File: config.mk
export PLATFORM = sky130hd
export DESIGN_NAME = mpaddr_uart_rx
export DESIGN_NICKNAME = d
export VERILOG_FILES = /design/src/rtl/mpaddr_pkg.sv /design/src/rtl/mpaddr_sync.sv /design/src/rtl/mpaddr_framer.sv /design/src/rtl/mpaddr_addr_match.sv /design/src/rtl/mpaddr_uart_rx.sv
export SDC_FILE = /design/constraint.sdc
export NUM_CORES = 1
export LEC_CHECK = 0
export BUFFER_PORTS_ARGS = -buffer_cell sky130_fd_sc_hd__buf_2
export CORE_AREA = 3 3 73 75
export DETAILED_ROUTE_END_ITERATION = 8
export DIE_AREA = 0 0 76 78
export PLACE_DENSITY = 0.74
export SLEW_MARGIN = 20
export SYNTH_ARGS = -nofsm -noshare
export SYNTH_HDL_FRONTEND = slang
export SYNTH_SLANG_ARGS = --single-unit
File: constraint.sdc
create_clock -name clk_i -period 1.8 [get_ports clk_i]
set_clock_uncertainty 0.15 [all_clocks]
set_input_delay 0.45 -clock clk_i [delete_from_list [all_inputs] [get_ports clk_i]]
set_output_delay 0.45 -clock clk_i [all_outputs]
set_load 0.03 [all_outputs]
File: src/rtl/mpaddr_pkg.sv
package mpaddr_pkg;

   typedef enum logic [1:0] {
      RX_IDLE  = 2'd0,
      RX_START = 2'd1,
      RX_BITS  = 2'd2,
      RX_DRAIN = 2'd3
   } rx_state_e;

endpackage

File: src/rtl/mpaddr_sync.sv
module mpaddr_sync #(
   parameter int STAGES = 2
) (
   input  logic clk_i,
   input  logic rst_ni,
   input  logic d_i,
   output logic q_o
);

   if (STAGES < 0) begin : g_bad_stages
      $error("mpaddr_sync: STAGES must not be negative");
   end

   if (STAGES == 0) begin : g_bypass
      assign q_o = d_i;
   end else begin : g_chain
      logic [STAGES-1:0] ff_q;
      always_ff @(posedge clk_i or negedge rst_ni) begin
         if (!rst_ni) ff_q <= '1;
         else         ff_q <= (ff_q << 1) | STAGES'(d_i);
      end
      assign q_o = ff_q[STAGES-1];
   end

endmodule

File: src/rtl/mpaddr_framer.sv
module mpaddr_framer
   import mpaddr_pkg::*;
#(
   parameter int DATA_W = 8,
   parameter int OVS    = 16
) (
   input  logic              clk_i,
   input  logic              rst_ni,
   input  logic              rx_i,
   input  logic              tick_i,
   output logic              frm_valid_o,
   output logic [DATA_W-1:0] frm_data_o,
   output logic              frm_ninth_o,
   output logic              frm_stop_ok_o
);

   localparam int CW       = $clog2(OVS);
   localparam int BW       = $clog2(DATA_W + 2);
   localparam int HALF     = OVS / 2;
   localparam int STOP_IDX = DATA_W + 1;

   if (OVS < 4 || (OVS % 2) != 0) begin : g_bad_ovs
      $error("mpaddr_framer: OVS must be even and at least 4");
   end
   if (DATA_W < 1) begin : g_bad_dw
      $error("mpaddr_framer: DATA_W must be positive");
   end

   rx_state_e       state_q;
   logic [CW-1:0]   cnt_q;
   logic [BW-1:0]   idx_q;
   logic [DATA_W:0] shreg_q;

   always_ff @(posedge clk_i or negedge rst_ni) begin
      if (!rst_ni) begin
         state_q       <= RX_IDLE;
         cnt_q         <= '0;
         idx_q         <= '0;
         shreg_q       <= '0;
         frm_valid_o   <= 1'b0;
         frm_data_o    <= '0;
         frm_ninth_o   <= 1'b0;
         frm_stop_ok_o <= 1'b1;
      end else begin
         frm_valid_o <= 1'b0;
         unique case (state_q)
            RX_IDLE: begin
               if (tick_i && !rx_i) begin
                  state_q <= RX_START;
                  cnt_q   <= '0;
               end
            end
            RX_START: begin
               if (tick_i) begin
                  if (cnt_q == CW'(HALF - 1)) begin
                     cnt_q <= '0;
                     idx_q <= '0;
                     state_q <= rx_i ? RX_IDLE : RX_BITS;
                  end else begin
                     cnt_q <= cnt_q + 1'b1;
                  end
               end
            end
            RX_BITS: begin
               if (tick_i) begin
                  if (cnt_q == CW'(OVS - 1)) begin
                     cnt_q <= '0;
                     if (idx_q == BW'(STOP_IDX)) begin
                        frm_valid_o   <= 1'b1;
                        frm_data_o    <= shreg_q[DATA_W-1:0];
                        frm_ninth_o   <= shreg_q[DATA_W];
                        frm_stop_ok_o <= rx_i;
                        state_q       <= rx_i ? RX_IDLE : RX_DRAIN;
                     end else begin
                        shreg_q <= {rx_i, shreg_q[DATA_W:1]};
                        idx_q   <= idx_q + 1'b1;
                     end
                  end else begin
                     cnt_q <= cnt_q + 1'b1;
                  end
               end
            end
            RX_DRAIN: begin
               if (rx_i) state_q <= RX_IDLE;
            end
            default: state_q <= RX_IDLE;
         endcase
      end
   end

   // A completed frame is reported for exactly one cycle
   assert_valid_pulse_R2: assert property (@(posedge clk_i) disable iff (!rst_ni)
      frm_valid_o |=> !frm_valid_o);

   // Bit reception only begins when the line was still low at mid-start
   assert_start_confirmed_R3: assert property (@(posedge clk_i) disable iff (!rst_ni)
      (state_q == RX_BITS && $past(state_q) == RX_START) |-> !$past(rx_i));

   // After a bad stop bit, a low line never leads back to start detection
   assert_drain_hold_R11: assert property (@(posedge clk_i) disable iff (!rst_ni)
      (state_q == RX_DRAIN && !rx_i) |=> state_q == RX_DRAIN);

endmodule

File: src/rtl/mpaddr_addr_match.sv
module mpaddr_addr_match #(
   parameter int DATA_W = 8
) (
   input  logic [DATA_W-1:0] byte_i,
   input  logic [DATA_W-1:0] own_i,
   input  logic [DATA_W-1:0] mask_i,
   output logic              hit_given_o,
   output logic              hit_bcast_o
);

   logic [DATA_W-1:0] given_addr;
   logic [DATA_W-1:0] bcast_addr;
   logic [DATA_W-1:0] given_ok;
   logic [DATA_W-1:0] bcast_ok;

   assign given_addr = own_i & mask_i;
   assign bcast_addr = own_i | mask_i;

   for (genvar i = 0; i < DATA_W; i++) begin : g_bit
      assign given_ok[i] = !mask_i[i] || (byte_i[i] == given_addr[i]);
      assign bcast_ok[i] = !bcast_addr[i] || byte_i[i];
   end

   assign hit_given_o = &given_ok;
   assign hit_bcast_o = &bcast_ok;

endmodule

File: src/rtl/mpaddr_uart_rx.sv
module mpaddr_uart_rx #(
   parameter int DATA_W      = 8,
   parameter int OVS         = 16,
   parameter int SYNC_STAGES = 2
) (
   input  logic              clk_i,
   input  logic              rst_ni,
   input  logic              rx_i,
   input  logic              tick_i,
   input  logic [DATA_W-1:0] cfg_own_addr_i,
   input  logic [DATA_W-1:0] cfg_addr_mask_i,
   input  logic              cfg_mp_en_i,
   input  logic              cfg_fe_en_i,
   input  logic              done_clr_i,
   input  logic              fe_clr_i,
   output logic              rx_done_o,
   output logic [DATA_W-1:0] rx_data_o,
   output logic              rx_bit9_o,
   output logic              fe_flag_o
);

   logic              rx_sync;
   logic              frm_valid;
   logic [DATA_W-1:0] frm_data;
   logic              frm_ninth;
   logic              frm_stop_ok;
   logic              hit_given;
   logic              hit_bcast;
   logic              selected_q;
   logic              addr_hit;
   logic              accept;
   logic              fe_set;

   mpaddr_sync #(.STAGES(SYNC_STAGES)) u_sync (
      .clk_i  (clk_i),
      .rst_ni (rst_ni),
      .d_i    (rx_i),
      .q_o    (rx_sync)
   );

   mpaddr_framer #(.DATA_W(DATA_W), .OVS(OVS)) u_framer (
      .clk_i         (clk_i),
      .rst_ni        (rst_ni),
      .rx_i          (rx_sync),
      .tick_i        (tick_i),
      .frm_valid_o   (frm_valid),
      .frm_data_o    (frm_data),
      .frm_ninth_o   (frm_ninth),
      .frm_stop_ok_o (frm_stop_ok)
   );

   mpaddr_addr_match #(.DATA_W(DATA_W)) u_match (
      .byte_i      (frm_data),
      .own_i       (cfg_own_addr_i),
      .mask_i      (cfg_addr_mask_i),
      .hit_given_o (hit_given),
      .hit_bcast_o (hit_bcast)
   );

   assign addr_hit = hit_given || hit_bcast;
   assign accept   = frm_valid &&
                     (!cfg_mp_en_i || (frm_ninth ? addr_hit : selected_q));
   assign fe_set   = frm_valid && !frm_stop_ok && cfg_fe_en_i;

   always_ff @(posedge clk_i or negedge rst_ni) begin
      if (!rst_ni) begin
         selected_q <= 1'b0;
         rx_done_o  <= 1'b0;
         fe_flag_o  <= 1'b0;
         rx_data_o  <= '0;
         rx_bit9_o  <= 1'b0;
      end else begin
         if (frm_valid && cfg_mp_en_i && frm_ninth) selected_q <= addr_hit;
         if (accept)          rx_done_o <= 1'b1;
         else if (done_clr_i) rx_done_o <= 1'b0;
         if (fe_set)          fe_flag_o <= 1'b1;
         else if (fe_clr_i)   fe_flag_o <= 1'b0;
         if (accept) begin
            rx_data_o <= frm_data;
            rx_bit9_o <= frm_ninth;
         end
      end
   end

   // The error flag only rises on an enabled bad-stop frame
   assert_fe_source_R4: assert property (@(posedge clk_i) disable iff (!rst_ni)
      $rose(fe_flag_o) |-> $past(frm_valid && !frm_stop_ok && cfg_fe_en_i));

   // The error flag holds until software clears it
   assert_fe_sticky_R5: assert property (@(posedge clk_i) disable iff (!rst_ni)
      (fe_flag_o && !fe_clr_i) |=> fe_flag_o);

   // Address frames raise done only on an individual or broadcast hit
   assert_addr_filter_R6: assert property (@(posedge clk_i) disable iff (!rst_ni)
      ($rose(rx_done_o) && $past(cfg_mp_en_i && frm_ninth)) |-> $past(addr_hit));

   // Data frames in filter mode raise done only for a selected node
   assert_data_selected_R9: assert property (@(posedge clk_i) disable iff (!rst_ni)
      ($rose(rx_done_o) && $past(cfg_mp_en_i && !frm_ninth)) |-> $past(selected_q));

   // Done never rises without a completed frame
   assert_done_source_R2: assert property (@(posedge clk_i) disable iff (!rst_ni)
      $rose(rx_done_o) |-> $past(frm_valid));

endmodule

# Yosys cells after proc, flatten, opt, wreduce, memory -nomap -nowiden
# Cells that the tools add are included.
dict set report word_totals {
  ff_bits 44
  out_inout_bits 11
  input_bits 24
  elab_cells 128
}
dict set report op_classes {
  muxes 31
  n_eq_ne 22
  addsub 2
  reduce_logical 55
  bitwise_logic 4
}
# cell count
set ops {}
lappend ops {{$mux 4} 10}
lappend ops {{$logic_not 1->1} 19}
lappend ops {{$logic_or 1x1->1} 18}
lappend ops {{$mux 2} 9}
lappend ops {{$reduce_and 8->1} 2}
lappend ops {{$pmux 4 s3} 1}
lappend ops {{$reduce_and 4->1} 3}
lappend ops {{$mux 1} 9}
lappend ops {{$add 4x1->4 const B} 2}
lappend ops {{$and 8x8->8} 1}
lappend ops {{$eq 1x1->1} 8}
lappend ops {{$eq 4x4->1 const B} 2}
lappend ops {{$ne 2x1->1 const B} 4}
lappend ops {{$ne 2x2->1 const B} 4}
lappend ops {{$or 8x8->8} 1}
lappend ops {{$pmux 2 s4} 1}
lappend ops {{$pmux 4 s2} 1}
lappend ops {{$reduce_and 7->1} 1}
lappend ops {{$logic_and 1x1->1} 6}
lappend ops {{$reduce_and 6->1} 1}
lappend ops {{$reduce_bool 2->1} 3}
lappend ops {{$eq 2x2->1 const B} 2}
lappend ops {{$eq 4x3->1 const B} 1}
lappend ops {{$reduce_bool 3->1} 1}
lappend ops {{other kinds (4)} 4}

# Depth between registers and ports, before layout
# Gate-level depths: netlist (run 1).
dict set report logic_depth {
  depth_word 9
  mapped_depth 9
  ltp_nobuf 7
}

# Cells and area by module
# Synthesis (run 1) repeated with hierarchy kept, for this count alone.
dict set report unflattened {
  hier_cells 184
  area_unflattened_um2 2213.4
}
# module seq_area_each_um2 cells_per_inst n_inst area_per_inst_um2
set modules_own_cells {}
lappend modules_own_cells {mpaddr_framer 752.0 120 1 1461.4}
lappend modules_own_cells {mpaddr_uart_rx 300.3 37 1 523.0}
lappend modules_own_cells {mpaddr_addr_match 0.0 25 1 176.4}
lappend modules_own_cells {mpaddr_sync 52.6 2 1 52.6}

# Least setup slack after synthesis (run 1)
# OpenSTA, ideal clock, no wires.
dict set report synth_timing {
  path_type {reg2reg}
  from {register u_framer.state_q[0]}
  to {register u_framer.frm_data_o[2]}
  path_stages_with_launch 9
  required_time_ps 1525
  setup_time_ps 125
  path_slack_ps -16
  n_path_buf 2
  arrival_time_ps 1542
  synth_period_minus_slack_ps 1816
  cell_sequence {dfrtp_1 inv_1 ha_1 buf_2 nand3_1 nor2_1 nand2_1 buf_2 mux2_2}
}
dict set report synth_between {
  elab_chain_len 2
}
# element line
set synth_rtl {}
lappend synth_rtl {{from (decl)} mpaddr_framer.sv:29} ;# rx_state_e state_q;
lappend synth_rtl {{from (signal assigned)} mpaddr_framer.sv:58} ;# state_q <= rx_i ? RX_IDLE : RX_BITS;
lappend synth_rtl {{from (signal assigned)} mpaddr_framer.sv:73} ;# state_q <= rx_i ? RX_IDLE : RX_DRAIN;
lappend synth_rtl {{$eq 2x2->1} mpaddr_framer.sv:46} ;# unique case (state_q)
lappend synth_rtl {{$reduce_and 4->1 (no line)} n/a}
lappend synth_rtl {{to (signal assigned)} mpaddr_framer.sv:70} ;# frm_data_o <= shreg_q[DATA_W-1:0];
lappend synth_rtl {{to (decl)} mpaddr_framer.sv:12} ;# output logic [DATA_W-1:0] frm_data_o,
# No other way between the ends.
# A chain may end at the register's enable or synchronous reset.

# Worst setup path after layout (run 1)
dict set report layout_timing {
  from {register u_framer.idx_q[1]}
  to {register u_framer.idx_q[3]}
}
dict set report layout_between {
  elab_chain_len 5
  elab_cells_between_ends 8
  cone_classes {add/sub (1); eq/ne (2); mux (4); reduce/logical (1)}
}
# element line
set layout_rtl {}
lappend layout_rtl {{from (decl)} mpaddr_framer.sv:31} ;# logic [BW-1:0] idx_q;
lappend layout_rtl {{from (signal assigned)} mpaddr_framer.sv:76} ;# idx_q <= idx_q + 1'b1;
lappend layout_rtl {{$add 4x1->4} mpaddr_framer.sv:76}
lappend layout_rtl {{$mux 4} mpaddr_framer.sv:68} ;# if (idx_q == BW'(STOP_IDX)) begin
lappend layout_rtl {{$mux 4} mpaddr_framer.sv:66} ;# if (cnt_q == CW'(OVS - 1)) begin
lappend layout_rtl {{$mux 4} mpaddr_framer.sv:65} ;# if (tick_i) begin
lappend layout_rtl {{$pmux 4 s2} mpaddr_framer.sv:46}
# Several ways; a longest one is shown, not always the timed one. The select of a mux whose other input is x is not followed.

==> flow_summary_export.csv, run 1 <==
group,metric,value,unit
placed_design,port-buffer-count,34,
setup_path,startpoint,"u_framer.idx_q[1]$_DFFE_PN0P_",
timing,fin_crit,1780,ps
setup_path,setup.worst_path.end_class,"register",
setup_path,worst-endpoint-arrival,1840,ps
yosys,ys_types,43,
final_layout,post_route_cells_drive_above_1_share,0.404,
routing,postRouteWirelength,5.42,mm
setup_path,criticalPathCategory,"register to register",
die,floorplan.initialDensity,0.513,
yosys,syn-num-nets,273,
final_layout,area_of_the_multi_input_gates,1370,sq um
min_path,min_path_type,"input pin to register",
yosys,asyncSetResetFlopFracSynth,1.00,
setup_path,worst_endpoint_required_time,1870,ps
placed_design,preCtsSetupSlack,-138,ps
final_layout,stdcell_count,374,
timing,fmaxAchievable,563,MHz
die,fp-row-count,25,
yosys,yosysWarnings,0,
run_status,status,"finished, final reports clean",
global_routing,grt_antenna_before_repair,0,
die,die_x_extent,76,um
final_layout,layout.filler_cells,373,
routing,drt-wirelength-per-cell,14.5,um
setup_path,cp-start-kind,"register",
die,core_area,4720,sq um
die,die_y,78,um
timing,layout_setup_ws,24.0,ps
final_layout,layout_common_cells,"sky130_fd_sc_hd__dfrtp_1, sky130_fd_sc_hd__buf_2, sky130_fd_sc_hd__nand2_1, sky130_fd_sc_hd__buf_4, sky130_fd_sc_hd__mux2_2",
power_and_ir_drop,power_per_unit_of_standard_cell_area,897,nW/um^2
clock_tree,clk_path_buf_depth,2,
yosys,syn_avg_cell_area,10.0,sq um
global_routing,grt.overflow.total,0,
clock_tree,path_clk_slew,70,ps
timing,tightest_slew,423,ps
clock_tree,ctsRootBufferMaster,"sky130_fd_sc_hd__clkbuf_8",
timing,maxSlewHeadroom,0.717,
yosys,postSynthRegisterBits,44,
yosys,dominantRegCellSynth,"sky130_fd_sc_hd__dfrtp_1",
power_and_ir_drop,worst_supply_voltage_drop_on_vdd,0.000820,V
routing,avgViaCountPerCell,5.52,
routing,routed-via-count,2065,
setup_path,worstPathMaxFanout,2,
setup_path,r2r-start,"u_framer.idx_q[1]$_DFFE_PN0P_",
timing,setup-violations-final,0,
yosys,synth_edf_count,0,
placed_design,dpl.hpwl,3.72,mm
clock_tree,clock_latency,300,ps
routing,drt_pass1_iterations,4,
final_layout,mostFrequentLayoutCell,"sky130_fd_sc_hd__dfrtp_1",
global_routing,grt_start_max_net_pins,29,
job,cap_violations,0,
clock_tree,htree_levels,2,
min_path,worstHoldStart,"rx_i",
yosys,ys_seq_area_frac,0.456,
clock_tree,numClockSinks,44,
global_routing,grt_pass1_wl,8.93,mm
power_and_ir_drop,power_leakage,0.00159,uW
power_and_ir_drop,totalPowerFinal,2840,uW
global_routing,grt_pass1_vias,1987,
timing,hold_viol,0,
final_layout,regArea,1110,sq um
clock_tree,cts_buffer_count,5,
placed_design,finalWeightedCongestion,0.872,
final_layout,fin_nets,337,
yosys,post_synth_instance_area,2420,sq um
die,io_pins,35,
placed_design,place.detailed.instances,357,
routing,detail_route.iter0.violations,138,
routing,ant_nets,0,
yosys,post_synth_inst_count,242,
final_layout,num_antenna_cells,0,
final_layout,area_delta_synth_final,30.5,%
timing,slew_viol_final,0,
global_routing,grt.total_usage,0.185,
die,fp.dieArea,5930,sq um
routing,remaining_drc_errors,0,
timing,rsz0062_at_grt,"yes",
timing,part_of_the_cycle_the_worst_path_needs,0.987,
clock_tree,tritoncts_clock_tree,"yes",
-- per-layer routing --
layer  GRT usage  vias up  routed length (um)
li1            -     1002                   -
met1       0.217      993                2370
met2       0.329       61                2700
met3      0.0418        9                 258
met4      0.0725        0                  87
met5           0        -                   0
-- critical path: stages (launching register included) --
cell and delay [ps]:
sky130_fd_sc_hd__dfrtp_1 350, sky130_fd_sc_hd__inv_1 50, sky130_fd_sc_hd__ha_2 180, sky130_fd_sc_hd__and3b_1 210
sky130_fd_sc_hd__o21ai_2 200, sky130_fd_sc_hd__nand3_4 90, sky130_fd_sc_hd__or3_4 340, sky130_fd_sc_hd__a21oi_2 140
-- worst paths after layout --
path | to | slack, ps | depth (start not counted)
worst max-delay path | u_framer.idx_q[3]$_DFFE_PN0P_ | 20 | 7
worst min-delay path | u_sync.g_chain.ff_q[0]$_DFF_PN1_ | 100 | 1
worst max register to register | u_framer.idx_q[3]$_DFFE_PN0P_ | 20 | 7
worst min register to register | u_sync.g_chain.ff_q[1]$_DFF_PN1_ | 210 | 0
max in group asynchronous | u_framer.frm_data_o[5]$_DFFE_PN0P_ | 540 | 3
min in group asynchronous | u_framer.shreg_q[3]$_DFFE_PN0P_ | 470 | 2
-- power breakdown --
part / switching (uW) / internal [uW] / total (uW) / leakage (uW)
Sequential: 44.2 / 1040 / 1080 / 0.000593
Combinational: 481 / 540 / 1020 / 0.000940
Clock: 323 / 412 / 735 / 0.0000552
Total: 848 / 1990 / 2840 / 0.00159
-- sequential cells by signal (all words and copies together) (netlist names), 2 cells and up --
register,count
u_framer.shreg_q,9
rx_data_o,8
u_framer.frm_data_o,8
u_framer.cnt_q,4
u_framer.idx_q,4
u_framer.state_q,2
u_sync.g_chain.ff_q,2
-- cell usage after synthesis (2+ instances only) --
master                      instances  area [sq um]
sky130_fd_sc_hd__dfrtp_1           41          1030
sky130_fd_sc_hd__nand2_1           31           116
sky130_fd_sc_hd__mux2_2            18           203
sky130_fd_sc_hd__and3_1            16           100
sky130_fd_sc_hd__nand3_1           16          80.1
sky130_fd_sc_hd__nor2_1            10          37.5
sky130_fd_sc_hd__inv_1              9          33.8
sky130_fd_sc_hd__or3_1              9          56.3
sky130_fd_sc_hd__xor2_1             9          78.8
sky130_fd_sc_hd__a221oi_1           8          70.1
sky130_fd_sc_hd__o21ai_0            8          40.0
sky130_fd_sc_hd__ha_1               7          87.6
sky130_fd_sc_hd__a21oi_1            4          20.0
sky130_fd_sc_hd__a22oi_1            4          30.0
sky130_fd_sc_hd__clkbuf_1           4          15.0
sky130_fd_sc_hd__buf_2              3          15.0
sky130_fd_sc_hd__dfstp_2            3          78.8
sky130_fd_sc_hd__nand2b_1           3          18.8
sky130_fd_sc_hd__nor2b_1            3          18.8
sky130_fd_sc_hd__nor3_1             3          15.0
sky130_fd_sc_hd__o21bai_1           3          22.5
sky130_fd_sc_hd__mux2i_1            2          20.0
sky130_fd_sc_hd__nand3b_1           2          15.0
sky130_fd_sc_hd__o2111ai_1          2          17.5
sky130_fd_sc_hd__o21a_1             2          15.0
sky130_fd_sc_hd__o21ai_1            2          10.0
sky130_fd_sc_hd__o21ai_2            2          17.5
sky130_fd_sc_hd__o22ai_1            2          12.5
sky130_fd_sc_hd__o31ai_1            2          15.0
-- through the flow --
stage	hold slack [ps]	cell area [sq um]	util	TNS, ps
floorplan	4.41	2430	-	0
global placement	196	2850	0.603	-20.5
detailed placement	203	2850	0.603	-789
CTS	93.1	3020	0.638	0
global route	90.8	3160	0.670	-218
finish	103	3160	0.670	0
-- cell type report --
class / count / share of cell area
repair buffers: 66 / 0.145
clock inverters: 2 / 0.0111
clock buffers: 6 / 0.0229
well taps: 67 / 0.0265
inverters: 9 / 0.0107
multi-input cells: 180 / 0.433
flip-flops and latches: 44 / 0.351
-- kinds of logic (layout without fill, tap and decap cells) --
logic type | count (synthesis) | in the layout | share of synthesized area
buffers and inverters | 18 | 83 | 0.0310
AOI/OAI and AO/OA | 44 | 44 | 0.137
and+or+nand+nor | 100 | 100 | 0.215
adders and majority gates | 7 | 7 | 0.0361
DFF | 44 | 44 | 0.456
muxes | 20 | 20 | 0.0919
xor gates and xnor gates | 9 | 9 | 0.0325
-- what timing repair did --
action	CTS	global route
pin swaps	5	12
hold buffers	1	0
hold endpoints to repair	13	0
endpoints found under the setup margin	15	25
resized for setup	10	26
setup buffers	3	5
Note: power is estimated with default switching activity, not from simulation.
==> inputs of run 2 (changes only) <==
--- a/config.mk
+++ b/config.mk
@@ -9,6 +9,7 @@
 export CORE_AREA = 3 3 73 75
 export DETAILED_ROUTE_END_ITERATION = 8
 export DIE_AREA = 0 0 76 78
+export MAX_ROUTING_LAYER = met4
 export PLACE_DENSITY = 0.74
 export SLEW_MARGIN = 20
 export SYNTH_ARGS = -nofsm -noshare
==> run 2 against run 1 <==
  * Register-to-register slack is essentially flat
  * Clock power hardly changed
  * Sequential share of layout area did not move
  * Flip-flop and latch count unchanged
  * Highest routed layer unchanged
  * Core utilization is the same
  * Sequential power hardly changed
  * Critical endpoint is now rx_data_o[6]$_DFFE_PN0P_
  * Power about the same
  * Combinational power hardly changed
  * Critical path depth fell by 1
==> flow_summary_export.csv, run 2 (synthesized netlist as in run 1, its figures left out) <==
group,metric,value,unit
run_status,status,"finished, final reports clean",
placed_design,port-buffer-count,34,
global_routing,grt_start_max_net_pins,29,
power_and_ir_drop,power.internal,1990,uW
global_routing,grt.total_usage,0.190,
final_layout,layout_common_cells,"sky130_fd_sc_hd__dfrtp_1, sky130_fd_sc_hd__buf_2, sky130_fd_sc_hd__nand2_1, sky130_fd_sc_hd__buf_4, sky130_fd_sc_hd__mux2_2",
routing,routed-via-count,2076,
die,io_pins,35,
timing,finalSetupTns,0,ps
power_and_ir_drop,power_leakage,0.00159,uW
power_and_ir_drop,pwr-share-clk,0.260,
clock_tree,htree_levels,2,
power_and_ir_drop,worst_supply_voltage_drop_on_vdd,0.000817,V
global_routing,grt_pass1_wl,8.93,mm
final_layout,num_antenna_cells,0,
setup_path,worst-r2r-setup-slack,20,ps
routing,drt-wirelength-per-cell,14.5,um
final_layout,regArea,1110,sq um
clock_tree,clock_latency,300,ps
final_layout,largest_registers,"u_framer.shreg_q: 9 flops, rx_data_o: 8 flops, u_framer.frm_data_o: 8 flops",
setup_path,worst_endpoint_required_time,1820,ps
power_and_ir_drop,power.switching_fraction,0.300,
clock_tree,path_clk_slew,90,ps
power_and_ir_drop,share_comb_of_total_power,0.360,
timing,fin_crit,1780,ps
global_routing,grt.overflow.total,0,
final_layout,layout.filler_cells,373,
die,core_area,4720,sq um
final_layout,largest_reg_flops,9,
setup_path,worstPathMaxFanout,18,
power_and_ir_drop,net-switching-power,851,uW
routing,avgViaCountPerCell,5.55,
power_and_ir_drop,power_per_unit_of_standard_cell_area,898,nW/um^2
routing,remaining_drc_errors,0,
routing,wl_met3,303,um
final_layout,mostFrequentLayoutCell,"sky130_fd_sc_hd__dfrtp_1",
routing,ant_nets,0,
final_layout,fin_nets,337,
final_layout,post_route_cells_drive_above_1_share,0.404,
final_layout,area_of_the_multi_input_gates,1370,sq um
clock_tree,tritoncts_clock_tree,"yes",
die,die_x_extent,76,um
routing,wl_met1,2.32,mm
final_layout,top_register,"u_framer.shreg_q",
clock_tree,ctsRootBufferMaster,"sky130_fd_sc_hd__clkbuf_8",
global_routing,grt_pass1_vias,1989,
timing,maxSlewHeadroom,0.720,
die,fp-row-count,25,
power_and_ir_drop,totalPowerFinal,2840,uW
timing,setup-violations-final,0,
clock_tree,clk_path_buf_depth,2,
setup_path,criticalPathCategory,"register to register",
setup_path,worstRegToRegCells,6,
final_layout,post-route-util,0.670,
timing,hold_viol,0,
final_layout,area_delta_synth_final,30.5,%
routing,drt_pass1_iterations,4,
routing,routed.top_layer,"met4",
setup_path,setup.worst_path.end_class,"register",
setup_path,worst-endpoint-arrival,1810,ps
routing,detail_route.iter0.violations,171,
setup_path,r2r-start,"u_framer.frm_data_o[1]$_DFFE_PN0P_",
routing,met2_length,2.69,mm
min_path,worstHoldStart,"rx_i",
global_routing,grt_antenna_before_repair,0,
clock_tree,numClockSinks,44,
timing,tightest_slew,418,ps
timing,part_of_the_cycle_the_worst_path_needs,0.991,
die,floorplan.initialDensity,0.513,
min_path,worst_hold_path.endpoint,"u_sync.g_chain.ff_q[0]$_DFF_PN1_",
timing,fmaxAchievable,560,MHz
timing,layout_setup_ws,15.7,ps
placed_design,preCtsSetupSlack,-138,ps
clock_tree,cts_buffer_count,5,
power_and_ir_drop,seq_power_share,0.381,
timing,rsz0062_at_grt,"yes",
job,cap_violations,0,
final_layout,stdcell_count,374,
placed_design,place.detailed.instances,357,
placed_design,dpl.hpwl,3.72,mm
min_path,min_path_type,"input pin to register",
die,fp.dieArea,5930,sq um
timing,slew_viol_final,0,
placed_design,finalWeightedCongestion,0.886,
min_path,worst_hold_path.num_cells,1,
die,die_y,78,um
setup_path,cp-start-kind,"register",
routing,postRouteWirelength,5.41,mm
setup_path,worst_r2r_endpoint,"rx_data_o[6]$_DFFE_PN0P_",
## run 2: cell counts in the layout (fill, tap and decap cells not counted)
No cell type changed its count.
## run 2: through the flow
step                cell area (sq um)  hold WS [ps]
detailed placement               2850           203
finish                           3160           102
global placement                 2850           196
CTS                              3020          93.1
floorplan                        2430          4.41
global route                     3160          90.8
## run 2: power by group through the flow
stage | combinational [uW] | clock, uW | sequential, uW
6_report | 1020 | 737 | 1080
5_1_grt | 1120 | 789 | 1090
4_1_cts | 849 | 758 | 1070
3_5_place_dp | 790 | 0 | 1090
3_3_place_gp | 777 | 0 | 1080
2_1_floorplan | 421 | 0 | 1090
## run 2: layout make-up
cell class / instances / share of cell area
clock buffers: 6 / 0.0229
clock inverters: 2 / 0.0111
inverters: 9 / 0.0107
multi-input cells: 180 / 0.433
flip-flops and latches: 44 / 0.351
well taps: 67 / 0.0265
repair buffers: 66 / 0.145
## run 2: how the worst max path moves through the flow
stage	slack (ps)	start	depth (start not counted)	endpoint
after floorplan	20	u_framer.idx_q[0]$_DFFE_PN0P_	6	u_framer.idx_q[3]$_DFFE_PN0P_
after CTS	0.5	u_framer.idx_q[1]$_DFFE_PN0P_	7	u_framer.idx_q[3]$_DFFE_PN0P_
after global routing	-70	u_framer.frm_data_o[1]$_DFFE_PN0P_	6	rx_data_o[6]$_DFFE_PN0P_
after detailed placement	-140	u_framer.state_q[0]$_DFFE_PN0P_	8	u_framer.cnt_q[3]$_DFFE_PN0P_
final	20	u_framer.frm_data_o[1]$_DFFE_PN0P_	6	rx_data_o[6]$_DFFE_PN0P_
after global placement	-8	u_framer.state_q[0]$_DFFE_PN0P_	6	u_framer.state_q[1]$_DFFE_PN0P_
## run 2: critical path: stages, from the launching register on
cell                        delay [ps]
sky130_fd_sc_hd__dfrtp_2           450
sky130_fd_sc_hd__o21bai_1          170
sky130_fd_sc_hd__o2111ai_1         120
sky130_fd_sc_hd__nor3_2             80
sky130_fd_sc_hd__buf_6             160
sky130_fd_sc_hd__a221oi_1          390
sky130_fd_sc_hd__nand3_1           130
## run 2: metal layers
layer,global-route usage,up-vias
met2,0.329,69
met4,0.0725,0
li1,-,1002
met5,-,-
met1,0.217,994
met3,0.0418,11
## run 2: repair_timing
action / CTS / global route
pin swaps: 5 / 12
hold buffers: 1 / 0
endpoints found under the setup margin: 15 / 25
resized for setup: 10 / 26
endpoints found under the hold margin: 13 / 0
buffers inserted: 3 / 5
